$ cat config.mk
export PLATFORM = sky130hd
export DESIGN_NAME = wdog_timer
export DESIGN_NICKNAME = d
export VERILOG_FILES = /design/src/rtl/wdog_pkg.sv /design/src/rtl/wdog_tick.sv /design/src/rtl/wdog_core.sv /design/src/rtl/wdog_regs.sv /design/src/rtl/wdog_timer.sv
export SDC_FILE = /design/constraint.sdc
export NUM_CORES = 1
export LEC_CHECK = 0
export BUFFER_PORTS_ARGS = -buffer_cell sky130_fd_sc_hd__buf_2
export CAP_MARGIN = 20
export CORE_UTILIZATION = 49
export DETAILED_ROUTE_END_ITERATION = 6
export PLACE_DENSITY = 0.64
export SYNTH_ARGS = -nofsm -noshare
export SYNTH_HDL_FRONTEND = slang
export SYNTH_SLANG_ARGS = --single-unit
$ cat constraint.sdc
create_clock -name clk -period 4.6 [get_ports clk]
set_input_delay 0.92 -clock clk [delete_from_list [all_inputs] [get_ports clk]]
set_output_delay 0.92 -clock clk [all_outputs]
set_load 0.02 [all_outputs]
$ cat src/rtl/wdog_pkg.sv
package wdog_pkg;
    localparam int FMT_EXP2  = 0;
    localparam int FMT_SEC8  = 1;
    localparam int FMT_SEC16 = 2;

    localparam int ADDR_W = 3;
    localparam int CNT_W  = 16;

    localparam logic [ADDR_W-1:0] A_CTRL    = 3'd0;
    localparam logic [ADDR_W-1:0] A_KICK    = 3'd1;
    localparam logic [ADDR_W-1:0] A_TMO_LO  = 3'd2;
    localparam logic [ADDR_W-1:0] A_TMO_HI  = 3'd3;
    localparam logic [ADDR_W-1:0] A_LEFT_LO = 3'd4;
    localparam logic [ADDR_W-1:0] A_LEFT_HI = 3'd5;
    localparam logic [ADDR_W-1:0] A_STAT    = 3'd6;

    typedef enum logic [1:0] {
        S_IDLE = 2'd0,
        S_RUN  = 2'd1,
        S_FIRE = 2'd2
    } wd_state_e;
endpackage

$ cat src/rtl/wdog_tick.sv
module wdog_tick #(
    parameter int UNIT_CYC = 1000
) (
    input  logic clk,
    input  logic rst_n,
    input  logic restart,
    output logic tick
);
    localparam int PW = (UNIT_CYC > 1) ? $clog2(UNIT_CYC) : 1;
    localparam logic [PW-1:0] LAST = PW'(UNIT_CYC - 1);

    logic [PW-1:0] pcnt;

    assign tick = (pcnt == LAST);

    always_ff @(posedge clk or negedge rst_n) begin
        if (!rst_n)
            pcnt <= '0;
        else if (restart || tick)
            pcnt <= '0;
        else
            pcnt <= pcnt + 1'b1;
    end
endmodule

$ cat src/rtl/wdog_core.sv
module wdog_core
    import wdog_pkg::*;
#(
    parameter int RST_CYC = 16,
    parameter bit IS_MAIN = 1'b1
) (
    input  logic             clk,
    input  logic             rst_n,
    input  logic             start_p,
    input  logic             stop_p,
    input  logic             kick_p,
    input  logic             tick,
    input  logic [CNT_W-1:0] tmo_load,
    output logic [CNT_W-1:0] cnt,
    output logic             reload,
    output logic             expire,
    output logic             running,
    output logic             wdog_rst
);
    localparam int FIRE_LEN = IS_MAIN ? RST_CYC : 1;
    localparam int FW = $clog2(FIRE_LEN + 1);
    localparam logic [FW-1:0] FIRE_LAST = FW'(FIRE_LEN - 1);

    wd_state_e st, st_nx;
    logic [FW-1:0] fire_cnt;
    logic fire_done;

    assign fire_done = (fire_cnt == FIRE_LAST);
    assign reload = (st == S_IDLE && start_p) || (st == S_RUN && kick_p && !stop_p);
    assign expire = (st == S_RUN) && !stop_p && !kick_p && tick && (cnt == CNT_W'(1));

    // state register
    always_ff @(posedge clk or negedge rst_n) begin
        if (!rst_n) st <= S_IDLE;
        else        st <= st_nx;
    end

    // transitions
    always_comb begin
        st_nx = st;
        unique case (st)
            S_IDLE: if (start_p) st_nx = S_RUN;
            S_RUN:  if (stop_p) st_nx = S_IDLE;
                    else if (expire) st_nx = S_FIRE;
            S_FIRE: if (fire_done) st_nx = S_IDLE;
            default: st_nx = S_IDLE;
        endcase
    end

    // outputs
    always_comb begin
        running  = (st == S_RUN);
        wdog_rst = IS_MAIN && (st == S_FIRE);
    end

    always_ff @(posedge clk or negedge rst_n) begin
        if (!rst_n) begin
            cnt      <= '0;
            fire_cnt <= '0;
        end else begin
            if (reload)
                cnt <= tmo_load;
            else if (st == S_RUN && tick)
                cnt <= cnt - 1'b1;
            if (st == S_FIRE) fire_cnt <= fire_cnt + 1'b1;
            else              fire_cnt <= '0;
        end
    end

    assert_run_cnt_live_R8: assert property (@(posedge clk) disable iff (!rst_n)
        (st == S_RUN) |-> (cnt != '0));
    assert_reload_value_R3: assert property (@(posedge clk) disable iff (!rst_n)
        reload |=> (cnt == $past(tmo_load)));
    assert_rst_from_run_R8: assert property (@(posedge clk) disable iff (!rst_n)
        $rose(wdog_rst) |-> ($past(st) == S_RUN));
    assert_idle_frozen_R2: assert property (@(posedge clk) disable iff (!rst_n)
        (st == S_IDLE && $past(st) == S_IDLE) |-> $stable(cnt));
endmodule

$ cat src/rtl/wdog_regs.sv
module wdog_regs
    import wdog_pkg::*;
#(
    parameter int FMT      = FMT_SEC16,
    parameter bit IS_MAIN  = 1'b1,
    parameter int INIT_TMO = 10
) (
    input  logic              clk,
    input  logic              rst_n,
    input  logic              por_n,
    input  logic              wr_en,
    input  logic              rd_en,
    input  logic [ADDR_W-1:0] addr,
    input  logic [7:0]        wdata,
    input  logic              running,
    input  logic              expire,
    input  logic [CNT_W-1:0]  cnt,
    output logic [7:0]        rdata,
    output logic              start_p,
    output logic              stop_p,
    output logic              kick_p,
    output logic [CNT_W-1:0]  tmo_load,
    output logic              alarm_q
);
    localparam bit HAS_LEFT = (FMT != FMT_EXP2);

    logic [7:0] tmo_lo_rd, tmo_hi_rd, snap_hi;
    logic cause_q;
    logic wr_ctrl, wr_stat;

    assign wr_ctrl = wr_en && (addr == A_CTRL);
    assign wr_stat = wr_en && (addr == A_STAT);
    assign start_p = wr_ctrl && wdata[0];
    assign stop_p  = wr_ctrl && !wdata[0];
    assign kick_p  = wr_en && (addr == A_KICK) && wdata[0];

    generate
        if (FMT == FMT_EXP2) begin : g_exp
            logic [3:0] exp_q;
            logic unused_bits;
            assign unused_bits = ^wdata[7:4];
            always_ff @(posedge clk or negedge rst_n) begin
                if (!rst_n) exp_q <= 4'(INIT_TMO);
                else if (wr_en && addr == A_TMO_LO) exp_q <= wdata[3:0];
            end
            assign tmo_load  = {{(CNT_W-1){1'b0}}, 1'b1} << exp_q;
            assign tmo_lo_rd = {4'b0, exp_q};
            assign tmo_hi_rd = 8'h00;
        end else if (FMT == FMT_SEC8) begin : g_sec8
            logic [7:0] sec_q;
            always_ff @(posedge clk or negedge rst_n) begin
                if (!rst_n) sec_q <= 8'(INIT_TMO);
                else if (wr_en && addr == A_TMO_LO) sec_q <= wdata;
            end
            assign tmo_load  = (sec_q == 8'h00) ? CNT_W'(1) : CNT_W'(sec_q);
            assign tmo_lo_rd = sec_q;
            assign tmo_hi_rd = 8'h00;
        end else begin : g_sec16
            logic [7:0]  lo_stage;
            logic [15:0] sec_q;
            always_ff @(posedge clk or negedge rst_n) begin
                if (!rst_n) begin
                    lo_stage <= '0;
                    sec_q    <= 16'(INIT_TMO);
                end else if (wr_en && addr == A_TMO_LO) begin
                    lo_stage <= wdata;
                end else if (wr_en && addr == A_TMO_HI) begin
                    sec_q <= {wdata, lo_stage};
                end
            end
            assign tmo_load  = (sec_q == 16'h0) ? CNT_W'(1) : sec_q;
            assign tmo_lo_rd = sec_q[7:0];
            assign tmo_hi_rd = sec_q[15:8];
        end
    endgenerate

    // sticky cause flag: only power-on reset clears it asynchronously
    always_ff @(posedge clk or negedge por_n) begin
        if (!por_n)
            cause_q <= 1'b0;
        else if (IS_MAIN && expire)
            cause_q <= 1'b1;
        else if (wr_stat && wdata[0])
            cause_q <= 1'b0;
    end

    always_ff @(posedge clk or negedge rst_n) begin
        if (!rst_n)
            alarm_q <= 1'b0;
        else if (!IS_MAIN && expire)
            alarm_q <= 1'b1;
        else if (wr_stat && wdata[1])
            alarm_q <= 1'b0;
    end

    always_ff @(posedge clk or negedge rst_n) begin
        if (!rst_n) begin
            rdata   <= '0;
            snap_hi <= '0;
        end else if (rd_en) begin
            unique case (addr)
                A_CTRL:    rdata <= {7'b0, running};
                A_TMO_LO:  rdata <= tmo_lo_rd;
                A_TMO_HI:  rdata <= tmo_hi_rd;
                A_LEFT_LO: begin
                    rdata   <= HAS_LEFT ? cnt[7:0] : 8'h00;
                    snap_hi <= HAS_LEFT ? cnt[15:8] : 8'h00;
                end
                A_LEFT_HI: rdata <= snap_hi;
                A_STAT:    rdata <= {6'b0, alarm_q, cause_q};
                default:   rdata <= 8'h00;
            endcase
        end
    end

    assert_cause_sticky_R9: assert property (@(posedge clk) disable iff (!por_n)
        (cause_q && !(wr_stat && wdata[0])) |=> cause_q);
    assert_alarm_sticky_R10: assert property (@(posedge clk) disable iff (!rst_n)
        (alarm_q && !(wr_stat && wdata[1])) |=> alarm_q);
endmodule

$ cat src/rtl/wdog_timer.sv
module wdog_timer
    import wdog_pkg::*;
#(
    parameter int CLK_HZ   = 50_000_000,
    parameter int FMT      = FMT_SEC16,
    parameter bit IS_MAIN  = 1'b1,
    parameter int RST_CYC  = 16,
    parameter int INIT_TMO = 10
) (
    input  logic       clk,
    input  logic       por_n,
    input  logic       rst_n,
    input  logic       wr_en,
    input  logic       rd_en,
    input  logic [2:0] addr,
    input  logic [7:0] wdata,
    output logic [7:0] rdata,
    output logic       wdog_rst,
    output logic       alarm
);
    localparam int UNIT_RAW = (FMT == FMT_EXP2) ? (CLK_HZ / 1000) : CLK_HZ;
    localparam int UNIT_CYC = (UNIT_RAW < 1) ? 1 : UNIT_RAW;

    logic rst_core_n;
    logic start_p, stop_p, kick_p, tick, reload, expire, running;
    logic [CNT_W-1:0] cnt, tmo_load;

    assign rst_core_n = rst_n & por_n;

    wdog_tick #(.UNIT_CYC(UNIT_CYC)) u_tick (
        .clk(clk), .rst_n(rst_core_n), .restart(reload), .tick(tick)
    );

    wdog_regs #(.FMT(FMT), .IS_MAIN(IS_MAIN), .INIT_TMO(INIT_TMO)) u_regs (
        .clk(clk), .rst_n(rst_core_n), .por_n(por_n),
        .wr_en(wr_en), .rd_en(rd_en), .addr(addr), .wdata(wdata),
        .running(running), .expire(expire), .cnt(cnt),
        .rdata(rdata), .start_p(start_p), .stop_p(stop_p), .kick_p(kick_p),
        .tmo_load(tmo_load), .alarm_q(alarm)
    );

    wdog_core #(.RST_CYC(RST_CYC), .IS_MAIN(IS_MAIN)) u_core (
        .clk(clk), .rst_n(rst_core_n),
        .start_p(start_p), .stop_p(stop_p), .kick_p(kick_p), .tick(tick),
        .tmo_load(tmo_load), .cnt(cnt), .reload(reload), .expire(expire),
        .running(running), .wdog_rst(wdog_rst)
    );
endmodule

==> results by stage, run 1 <==
Floorplanning:
- The floorplan step defined a core boundary enclosing slightly below 9000 um2.
- The effective utilization at floorplan is 51.2%.
- During I/O placement, the number of pins put on the boundary was 26.
- The vertical extent of the die is 97.9 um.
- The overall die width is 97.9 um.
- The floorplan has 34 rows.
- The die outline area is 9590 um2.

Power and ir drop:
- Per report_power, the combinational group accounts for 19.3% of the total.
- The relative contribution of sequential cells to total power is 50.6%.
- The cell area power density is 488 nW/um2.
- The design internal power is roughly 1.7 mW.
- In this run the static leakage power is between 2 and 2.5 nW.
- The clock group share of total power is ~30%.
- The switching power total is 763 uW.
- Net switching is 31.5% of the power.
- IR analysis of the VDD net gives a maximum drop of roughly 0.00029 V.

Setup path:
- Along the worst path, the maximum fanout reaches 23.
- The critical path startpoint category is an input pin.
- Data arrives at the worst endpoint at about 3200 ps.
- The setup path with the least slack is of type in2reg.
- STA classifies the critical path endpoint as a register.
- The required time of the worst setup path is 4810 ps.

Timing:
- In the finished design, the share of the clock period the worst path needs comes to 64.6%.
- Setup repair after global routing left no endpoint under its margin.
- The worst slew margin relative to its limit is a little under half.
- Setup violations remaining at the end of the flow were counted as 0.
- Hold is met by 324 ps.
- The clock arrives with 11.8 ps of skew.
- Derived from the worst setup path, the maximum achievable clock frequency is 337 MHz.
- The final total negative setup slack is 0 ps.
- At the pin with the least slew margin, the transition time is 800 ps.
- The number of failing hold endpoints at the final stage is 0.
- The max-slew violation count is 0.
- The minimum clock period after layout is 2970 ps.

Clock network:
- The clock transition at the register clock pins on the worst setup and hold paths after CTS is 90 ps.
- The H-tree was split into 3 levels.
- TritonCTS built the clock tree.
- The number of instances resized during post-cts repair is 0.
- CTS saw 90 sinks.
- Clock tree synthesis selected as its root buffer the cell sky130_fd_sc_hd__clkbuf_8.
- The TritonCTS buffer count is 9.
- The maximum buffer depth of the clock tree is 2.
- The buffers inserted during post-CTS setup optimization is 0.
- In this run, post-CTS hold repair placed 0 buffers.
- For the worst-skew pair, the clock arrives at the later sink with an insertion delay of 360 ps.

Synth:
- The top cell type by area accounts for 48.9% of the synthesized area.
- sky130_fd_sc_hd__dfrtp_1 is the most common cell in the netlist.
- The number of nets produced by synthesis is 460.
- The number of library cell types mapped by synthesis is about 50.
- Summing every instance area after synthesis gives ~4500 um2.
- In the synthesized netlist, the cells that appear most often are sky130_fd_sc_hd__dfrtp_1 (88), sky130_fd_sc_hd__nor2_1 (50), sky130_fd_sc_hd__mux2_2 (38).
- The number of flops mapped to enable cells by yosys is 0.
- After synthesis, the share of flip-flops with an asynchronous set or reset is 100%.
- In this run, synthesis produced a sequential element count of 90.
- By area the synthesized netlist is led by sky130_fd_sc_hd__dfrtp_1 (49%), sky130_fd_sc_hd__mux2_2 (9.5%), sky130_fd_sc_hd__xnor2_1 (5.2%).
- In the synthesized netlist the dominant register cell turns out to be sky130_fd_sc_hd__dfrtp_1.
- Summed over all instances, the cell type with the most area after synthesis is sky130_fd_sc_hd__dfrtp_1.
- After technology mapping, the gate count stands at about 440.
- The total number of yosys warnings is 0.
- In this run the mean area of a mapped cell was 10.3 um2.
- Of the synthesized area, sequential elements account for 50.0%.

GRT:
- The number of global-route vias before repair came to roughly 3,300.
- The global-route wire length before repair is 17.0 mm.
- The number of antenna violations at the first check in global routing was 0.
- Entering global routing, the biggest net connects 63 pins.
- The total global routing track utilization is 22.7%.
- After global routing the overflow that remains totals 0.

Placed design:
- The final weighted congestion in routability-driven placement is between 0.8 and 0.9.
- The count of buffers added on input and output ports is 24.
- Detailed placement finished with a half-perimeter wire length of 7.08 mm.

Finish:
- The post-layout net count is 477.
- The number of diodes added for antenna fixing is 0.
- The fraction of final layout cells with drive strength greater than 1 is 18.9%.
- The synthesis-to-finish area growth is 10.1%.

Route:
- After detailed routing, the number of vias per cell comes to ~5.9.
- The remaining routing DRC violations is 0.
- Detailed routing inserted a total of about 3,400 vias.
- The mean routed wirelength per cell is approximately 17 um.
- The first detailed-routing pass took 4 iterations.
- The first routing iteration left 170 violations.
- Once detail routing completed, the nets flagged for antenna violations numbered 0.
- The total routed wirelength is 9.91 mm.

Outcome:
- The run finished with clean final reports.

Min path:
- In this run the worst hold path is classified as in2async.

Job:
- The max-cap check violation count is 0.
## per-stage QoR
stage          total power, mW  setup WS (ps)  std cells  util [%]  cell area (um2)
2_1_floorplan             1.53            898        439         -             4510
3_3_place_gp              1.69           1410        553      53.2             4690
3_5_place_dp              1.71           1240        553      53.2             4690
4_1_cts                   2.43           1600        569      56.3             4960
5_1_grt                   2.56           1390        569      56.3             4960
6_report                  2.42           1630        569      56.3             4960
## power by group through the flow
stage | Sequential, mW | Combinational, mW | Clock, mW
final | 1.23 | 0.468 | 0.726
after global routing | 1.25 | 0.536 | 0.772
after CTS | 1.22 | 0.472 | 0.737
after detailed placement | 1.24 | 0.470 | 0
after global placement | 1.23 | 0.459 | 0
after floorplan | 1.16 | 0.367 | 0
## logic make-up (layout without fill, tap and decap cells)
group	count (synthesis)	after routing	share of synthesized area (%)
flops	90	90	50.0
fa+ha+maj	5	5	1.39
compound gates	50	50	7.22
buf+inv	33	55	3.05
other cells	1	1	0.0832
mux	41	41	10.4
xor+xnor	33	33	6.41
simple gates	186	186	21.4
## critical path: stages
cell and delay, ps:
sky130_fd_sc_hd__buf_2 170, sky130_fd_sc_hd__nor4bb_1 630, sky130_fd_sc_hd__nand2_1 210, sky130_fd_sc_hd__or2_2 480, sky130_fd_sc_hd__nand2_1 630, sky130_fd_sc_hd__nor2_1 130
## routing by layer
layer | wire (um) | track usage, % | part of all wire (%) | vias to the layer above
li1 | - | - | - | 1596
met4 | 195 | 7.11 | 2.0 | 0
met1 | 4670 | 30.9 | 47 | 1670
met2 | 4720 | 37.0 | 48 | 67
met5 | 0 | 0 | 0 | -
met3 | 318 | 4.29 | 3.2 | 18
## layout by cell type (no fill, tap or decap), types with 5 or more instances in the layout
cell and n:
sky130_fd_sc_hd__nand2_1 34, sky130_fd_sc_hd__or3_1 9, sky130_fd_sc_hd__nor2_1 50, sky130_fd_sc_hd__and3_1 6
sky130_fd_sc_hd__and4_1 5, sky130_fd_sc_hd__or4_1 5, sky130_fd_sc_hd__clkbuf_8 9, sky130_fd_sc_hd__ha_1 5
sky130_fd_sc_hd__xnor2_1 27, sky130_fd_sc_hd__nand4_1 6, sky130_fd_sc_hd__a221oi_1 5, sky130_fd_sc_hd__a21oi_1 5
sky130_fd_sc_hd__inv_1 14, sky130_fd_sc_hd__nor3_1 18, sky130_fd_sc_hd__a31oi_1 8, sky130_fd_sc_hd__nor4_1 12
sky130_fd_sc_hd__nand3_1 15, sky130_fd_sc_hd__xor2_1 6, sky130_fd_sc_hd__buf_2 24, sky130_fd_sc_hd__dfrtp_1 88
sky130_fd_sc_hd__mux2_2 38, sky130_fd_sc_hd__o21ai_0 16
## cell type report
class / instances / area (um2)
Multi-Input combinational cell: 316 / 2120
Fill cell: 785 / 3850
Tap cell: 108 / 135
Inverter: 14 / 52.6
Clock buffer: 9 / 124
Sequential cell: 90 / 2250
Clock inverter: 7 / 149
Timing Repair Buffer: 25 / 128
## path summary, 6_finish.rpt
kind,start,to,slack [ps],cells after the start
worst min-delay path,por_n,u_regs.cause_q,320,1
worst min register to register,u_core.fire_cnt[0],u_core.fire_cnt[0],470,1
worst max-delay path,addr[2],u_tick.pcnt[2],1630,6
max in group asynchronous,por_n,u_regs.g_sec16.sec_q[3],2910,3
worst max register to register,u_tick.pcnt[0],u_tick.pcnt[2],1850,6
min in group clk,u_core.fire_cnt[0],u_core.fire_cnt[0],470,1
## flip-flops by register name, indices dropped and copies added, names as in the netlist
signal and cells:
u_core.cnt 16, u_core.fire_cnt 5, u_core.st 2, u_regs.cause_q 1, u_regs.g_sec16.lo_stage 8, u_regs.g_sec16.sec_q 16, u_regs.rdata 8, u_regs.snap_hi 8
u_tick.pcnt 26
Note: power is estimated with default switching activity, not from simulation.
==> run 2, diff against run 1 <==
==> constraint.sdc (replaced) <==
create_clock -name clk -period 3.04 [get_ports clk]
set_input_delay 0.608 -clock clk [delete_from_list [all_inputs] [get_ports clk]]
set_output_delay 0.608 -clock clk [all_outputs]
set_load 0.02 [all_outputs]
==> run 2 against run 1 <==
Via count up 2.5%; clock skew up 2.8 ps; total power up 45%; worst setup slack worse by 1100 ps; routed wire length up 1.2%; final cell count up 1.2%; critical path type is now reg2reg.
==> results by stage, run 2 (synthesis gave the netlist of run 1 again) <==
Timing:
- In the finished design, the share of the clock period the worst path needs comes to between 80% and 90%.
- The number of failing hold endpoints at the final stage is 0 (unchanged).
- The worst slew margin relative to its limit came to 47.4% (was 46.6%).
- The clock period could shrink to 2550 ps.
- The worst clock skew on the final layout came to 14.6 ps (was 11.8 ps).
- The total setup violations reported at the end of the flow is 0 (unchanged).
- The final total negative setup slack is 0 ps (unchanged).
- The max-slew violation count was 0 (unchanged).
- The transition at the pin with the smallest max-transition slack is 782 ps (was 800 ps).
- Based on the critical path, the design can be clocked at up to 392 MHz.
- Unrepaired setup endpoints after global routing: no (unchanged).
- The final worst slack is 490 ps (was 1630 ps).

Finish:
- The fraction of final layout cells with drive strength greater than 1 was 19.9% (was 18.9%).
- The sequential standard cell area is 2250 um2 (unchanged).
- The core occupancy in the finished layout came to 56.6% (was 56.3%).
- The commonest non-fill, non-tap cell in the layout was sky130_fd_sc_hd__dfrtp_1 (unchanged).
- Largest regs: u_tick.pcnt (26), u_core.cnt (16), u_regs.g_sec16.sec_q (16) (unchanged).
- The largest register by flop count is u_tick.pcnt (unchanged).
- Commonest cells after routing, fill and taps aside: sky130_fd_sc_hd__dfrtp_1 (88), sky130_fd_sc_hd__nor2_1 (50), sky130_fd_sc_hd__mux2_2 (38) (unchanged).
- The filler-free cell count of the finished design is 576 (was 569).
- The synthesis-to-finish area growth is 10.5% (was 10.1%).
- The post-layout net count was 484 (was 477).
- The number of flip-flops under the largest register name came to 26 (unchanged).
- The number of diodes added for antenna fixing came to 0 (unchanged).
- The area of the multi-input gates is 2120 um2 (unchanged).
- The number of fill cells in the layout is 763 (was 785).

Outcome:
- Result of the run: finished, final reports clean (unchanged).

Clock network:
- The root buffer selected by CTS is sky130_fd_sc_hd__clkbuf_8 (unchanged).
- The clock insertion delay at the later pin of the skew report is 370 ps (was 360 ps).
- The TritonCTS buffer count was 9 (unchanged).
- The maximum level of the CTS H-tree came to 3 (unchanged).
- The clock sink total was 90 (unchanged).
- The CTS tree is done (unchanged).
- The number of instances resized during post-cts repair is 0 (unchanged).
- The maximum buffer depth of the clock tree is 2 (unchanged).
- The clock transition at the register clock pins on the worst setup and hold paths after CTS is 90 ps (about the same).

Placed design:
- The port buffer count is 24 (unchanged).
- The total placed cells including tap cells is 559 (was 553).
- The final HPWL from detailed placement is 7.28 mm (was 7.08 mm).
- The final weighted congestion in routability-driven placement is 0.853 (was 0.900).
- The setup slack at placement is 522 ps (was 1240 ps).

Setup path:
- The data arrival time at the worst-slack endpoint is 2840 ps (was 3180 ps).
- The highest net fanout along the worst path is 10 (was 23).
- The required time of the worst setup path is 3330 ps (was 4810 ps).
- The critical path capture point type is a register (unchanged).
- The critical path startpoint category is a register (was input pin).
- The cell count of the worst reg-to-reg path was 6 (unchanged).
- The critical path start-end classification is reg2reg (was in2reg).

Floorplanning:
- The placeable core area came to 8810 um2 (unchanged).
- The I/O pin count was 26 (unchanged).
- The effective utilization at floorplan is 51.2% (unchanged).
- The vertical extent of the die is 97.9 um (unchanged).
- The overall die width is 97.9 um (unchanged).
- The floorplan row count is 34 (unchanged).
- The die outline area is 9590 um2 (unchanged).

Power and ir drop:
- The cell area power density is 704 nW/um2 (was 488 nW/um2).
- The worst IR drop on VDD is 0.000330 V (was 0.000285 V).
- The leakage power total came to 2.09 nW (was 2.07 nW).

GRT:
- The total global routing track utilization is 22.4% (was 22.7%).
- The largest net degree at the start of global routing is 36 (was 63).
- The final global-route overflow total is 0 (unchanged).
- The global-route wire length before repair was 17.0 mm (about the same).
- The number of antenna violations at the first check in global routing is 0 (unchanged).
- The number of global-route vias before repair is 3,338 (was 3,317).

Route:
- The antenna violation net count after detailed routing is 0 (unchanged).
- The starting DRC count in detailed routing is 156 (was 170).
- The mean routed wirelength per cell is 17.4 um (about the same).
- The first-pass iteration count of the detailed router came to 4 (unchanged).
- The number of vias after detailed routing is 3,436 (was 3,351).
- The remaining routing DRC violations is 0 (unchanged).
- The total routed wirelength is 10.0 mm (was 9.91 mm).
- The ratio of routed vias to standard cells is 5.97 (was 5.89).

Job:
- The max-cap check violation count came to 0 (unchanged).

Min path:
- The worst min-delay path category is in2async (unchanged).
[run 2: routing by layer]
metal	routed length, um	global-route usage, %	vias to the layer above
met5	0	0	-
met2	4760	35.8	85
li1	-	-	1615
met4	272	8.74	0
met3	391	3.58	22
met1	4600	30.7	1714
[run 2: worst paths after layout]
check	end	slack, ps	start
worst max-delay path	u_core.st[1]	490	u_tick.pcnt[0]
worst min register to register	u_core.fire_cnt[0]	480	u_core.fire_cnt[0]
min in group clk	u_regs.g_sec16.sec_q[11]	480	wdata[3]
worst min-delay path	u_core.fire_cnt[2]	320	rst_n
worst max register to register	u_core.st[1]	490	u_tick.pcnt[0]
max in group asynchronous	u_regs.g_sec16.sec_q[1]	1440	por_n
[run 2: critical path, stage by stage (launching register included)]
cell and delay (ps):
sky130_fd_sc_hd__dfrtp_1 400, sky130_fd_sc_hd__ha_1 250, sky130_fd_sc_hd__nand4_1 130, sky130_fd_sc_hd__or4_4 610, sky130_fd_sc_hd__or3_4 440, sky130_fd_sc_hd__or4_1 560, sky130_fd_sc_hd__o21ai_1 90
[run 2: stage by stage]
stage	cell area, um2	hold slack, ps	power [mW]
2_1_floorplan	4510	312	2.31
3_3_place_gp	4740	394	2.56
3_5_place_dp	4740	396	2.59
4_1_cts	4970	2.86	3.52
5_1_grt	4980	347	3.70
6_report	4980	324	3.51
[run 2: what timing repair did]
item,4_1_cts,5_1_grt
hold buffers,0,1
hold endpoints to repair,0,1
setup buffers,0,0
[run 2: power breakdown]
part / internal, mW / switching (mW)
sequential: 1.50 / 0.357
combinational: 0.379 / 0.348
clock: 0.472 / 0.454
[run 2: cell type report]
class	instances	share of cell area [%]
clock buffer	9	2.49
inverter	14	1.06
tap	108	2.71
timing repair buffer	32	3.92
multi-input combinational	316	42.5
clock inverter	7	2.04
sequential	90	45.3
==> run 3, diff against run 2 <==
--- a/config.mk
+++ b/config.mk
@@ -9,7 +9,7 @@
 export CAP_MARGIN = 20
 export CORE_UTILIZATION = 49
 export DETAILED_ROUTE_END_ITERATION = 6
-export PLACE_DENSITY = 0.64
+export PLACE_DENSITY = 0.67
 export SYNTH_ARGS = -nofsm -noshare
 export SYNTH_HDL_FRONTEND = slang
 export SYNTH_SLANG_ARGS = --single-unit
==> constraint.sdc (replaced) <==
create_clock -name clk -period 2.2 [get_ports clk]
set_input_delay 0.44 -clock clk [delete_from_list [all_inputs] [get_ports clk]]
set_output_delay 0.44 -clock clk [all_outputs]
set_load 0.02 [all_outputs]
==> run 3 against run 2 <==
Non-clock buffer count rose by 30; global-route usage rose by 0.29 points; final cell count rose by 5.2%; the flow now finishes with violations (design-rule violations); largest power group unchanged; highest routed layer unchanged; clock-buffer cell count rose by 1; clock power rose by 22%; sequential power rose by 36%; design area rose by 4.7%; core utilization rose by 2.7 points.
==> results by stage, run 3 (synthesis gave the netlist of run 1 again) <==
Finish:
- The synthesis-to-finish area growth is 15.7% (was 10.5%).
- The number of flip-flops under the largest register name is 26 (unchanged).
- The core occupancy in the finished layout is 59.2% (was 56.6%).
- Commonest cells after routing, fill and taps aside: sky130_fd_sc_hd__dfrtp_1 (88), sky130_fd_sc_hd__nor2_1 (50), sky130_fd_sc_hd__mux2_2 (38) (unchanged).
- The number of diodes added for antenna fixing is 0 (unchanged).
- The fraction of final layout cells with drive strength greater than 1 is 25.9% (was 19.9%).
- The sequential standard cell area is 2250 um2 (unchanged).
- The number of fill cells in the layout came to 751 (was 763).
- The post-layout net count came to 514 (was 484).
- The largest register by flop count is u_tick.pcnt (unchanged).
- The commonest non-fill, non-tap cell in the layout is sky130_fd_sc_hd__dfrtp_1 (unchanged).
- The area of the multi-input gates is 2140 um2 (was 2120 um2).
- Largest regs: u_tick.pcnt (26), u_core.cnt (16), u_regs.g_sec16.sec_q (16) (unchanged).

Route:
- The remaining routing DRC violations is 6 (was 0).
- The starting DRC count in detailed routing is 257 (was 156).
- The ratio of routed vias to standard cells is 5.86 (was 5.97).
- The first-pass iteration count of the detailed router was 7 (was 4).
- The total routed wirelength is 10.3 mm (was 10.0 mm).
- The mean routed wirelength per cell came to 17.0 um (was 17.4 um).
- The antenna violation net count after detailed routing is 0 (unchanged).
- The number of vias after detailed routing was 3,550 (was 3,436).

Setup path:
- The standard cell with the maximum stage delay on the critical path is sky130_fd_sc_hd__or4_4 (unchanged).
- The register-to-register setup slack is 50 ps (was 490 ps).
- The required time of the worst setup path is 2490 ps (was 3330 ps).
- The critical path startpoint category is a register (unchanged).
- The timing startpoint of the critical path was u_tick.pcnt[1] (was u_tick.pcnt[0]).
- The highest net fanout along the worst path came to 4 (was 10).
- The largest stage delay on the critical path is 530 ps (was 610 ps).
- The beginning of the worst register-to-register path was u_tick.pcnt[1] (was u_tick.pcnt[0]).
- The critical path start-end classification was reg2reg (unchanged).
- CP cell instances: ha_2 > nand4_1 > or4_4 > or3_4 > or4_4 > o21ai_2 (was ha_1 > nand4_1 > or4_4 > or3_4 > or4_1 > o21ai_1).
- The data arrival time at the worst-slack endpoint is 2440 ps (was 2840 ps).
- The cell type with the highest occurrence count on the critical path is sky130_fd_sc_hd__or4_4.
- The critical path capture point type is a register (unchanged).

GRT:
- The final global-route overflow total is 0 (unchanged).
- The global-route wire length before repair came to 17.0 mm (about the same).
- The number of global-route vias before repair came to 3,353 (was 3,338).
- The total global routing track utilization came to 22.7% (was 22.4%).
- The number of antenna violations at the first check in global routing is 0 (unchanged).
- The largest net degree at the start of global routing is 40 (was 36).

Power and ir drop:
- The clock group share of total power is 23.2% (was 26.4%).
- The leakage power total is 2.22 nW (was 2.09 nW).
- The combinational share of power is 25.4% (was 20.7%).
- The worst IR drop on VDD is 0.000467 V (was 0.000330 V).
- The cell area power density was 937 nW/um2 (was 704 nW/um2).
- The relative contribution of sequential cells to total power is 51.4% (was 52.9%).
- The switching power total came to 1.63 mW (was 1.16 mW).
- The design internal power came to 3.25 mW (was 2.35 mW).
- The fraction of power spent switching nets is 33.4% (was 33.0%).
- The overall power after layout is 4.89 mW (was 3.51 mW).

Placed design:
- The final HPWL from detailed placement is 7.49 mm (was 7.28 mm).
- The final weighted congestion in routability-driven placement is 0.967 (was 0.853).
- The port buffer count is 24 (unchanged).

Clock network:
- The TritonCTS buffer count was 9 (unchanged).
- The CTS tree is done (unchanged).
- The root buffer selected by CTS is sky130_fd_sc_hd__clkbuf_8 (unchanged).
- The maximum buffer depth of the clock tree is 2 (unchanged).
- The maximum level of the CTS H-tree was 3 (unchanged).
- The clock insertion delay at the later pin of the skew report is 360 ps (was 370 ps).
- The clock sink total is 90 (unchanged).
- The buffers inserted during post-CTS setup optimization was 0 (unchanged).
- The clock transition at the register clock pins on the worst setup and hold paths after CTS was 90 ps (about the same).

Timing:
- Unrepaired setup endpoints after global routing: yes (was no).
- The highest clock rate is 464 MHz (was 392 MHz).
- The post-route fraction of the period consumed by the critical path was 97.9% (was 83.9%).
- The minimum clock period after layout is 2150 ps (was 2550 ps).
- The worst clock skew on the final layout is 14.1 ps (was 14.6 ps).
- The number of failing hold endpoints at the final stage is 0 (unchanged).
- The transition at the pin with the smallest max-transition slack is 668 ps (was 782 ps).
- The worst slew margin relative to its limit is 55.4% (was 47.4%).
- The total setup violations reported at the end of the flow is 0 (unchanged).
- The max-slew violation count is 0 (unchanged).

Floorplanning:
- The overall die width was 97.9 um (unchanged).
- The vertical extent of the die came to 97.9 um (unchanged).
- The die outline area is 9590 um2 (unchanged).
- The I/O pin count is 26 (unchanged).
- The floorplan row count is 34 (unchanged).
- The effective utilization at floorplan came to 51.2% (unchanged).
- The placeable core area came to 8810 um2 (unchanged).

Outcome:
- Result of the run: complete, but fails checks (was finished, final reports clean).
- The final reports fail on design-rule violations.

Min path:
- The worst min-delay path category was in2async (unchanged).

Job:
- The max-cap check violation count is 0 (unchanged).
run 3: cell types whose count changed in the layout (fill, tap and decap cells not counted), sizes merged:
| cell | before | now |
|---|---|---|
| buf | 31 | 61 |
| clkinvlp | 1 | 3 |
| bufinv | 2 | 1 |
| clkbuf | 9 | 10 |
| clkinv | 2 | 1 |
| inv | 16 | 15 |
run 3: area by class of cell:
type | instances | area share [%]
clock buffers | 10 | 2.45
clock inverters | 6 | 1.27
flip-flops and latches | 90 | 43.2
inverters | 14 | 1.01
repair buffers | 62 | 8.30
well taps | 108 | 2.59
multi-input cells | 316 | 41.1
run 3: worst max-delay path, delay by kind of cell, from the launching register on:
| kind | cells | cell delay, ps |
|---|---|---|
| AO/OA/AOI/OAI | 1 | 60 |
| adder cells (fa/ha/maj) | 1 | 180 |
| flip-flops | 1 | 360 |
| AND/OR/NAND/NOR | 4 | 1490 |
run 3: final timing paths:
path	to	depth (start not counted)
min in group clk	u_regs.g_sec16.sec_q[9]	2
hold / removal	u_regs.snap_hi[2]	2
setup reg to reg	u_core.st[1]	6
setup / recovery	u_core.st[1]	6
hold reg to reg	u_core.fire_cnt[0]	1
max in group asynchronous	u_regs.rdata[6]	4
run 3: metrics by stage:
step	area [um2]	setup WS, ps	instances	hold slack (ps)	TNS [ps]
finish	5210	45.2	606	151	0
global route	5210	-57.0	606	175	-194
CTS	5200	10.5	606	164	0
detailed placement	4990	-44.3	589	222	-86.3
global placement	4990	-24.2	589	222	-24.2
floorplan	4530	-78.7	439	144	-149
run 3: timing repair:
| item | CTS | global route |
|---|---|---|
| gates resized for setup | 1 | 4 |
| hold buffers | 1 | 0 |
| pin swaps | 0 | 5 |
| setup endpoints to repair | 5 | 10 |
| hold endpoints to repair | 1 | 0 |
run 3: power by group through the flow:
stage,registers [mW],clock network [mW],logic [mW]
6_report,2.51,1.13,1.24
5_1_grt,2.56,1.22,1.37
4_1_cts,2.50,1.15,1.24
3_5_place_dp,2.53,0,1.23
3_3_place_gp,2.52,0,1.18
2_1_floorplan,2.42,0,0.772
run 3: per-layer routing:
| metal | global-route usage [%] | routed length (um) | share of wire, % |
|---|---|---|---|
| met2 | 33.1 | 4600 | 45 |
| met5 | 0 | 0 | 0 |
| met4 | 6.99 | 170 | 1.7 |
| met1 | 34.6 | 5000 | 49 |
| met3 | 3.72 | 529 | 5.1 |
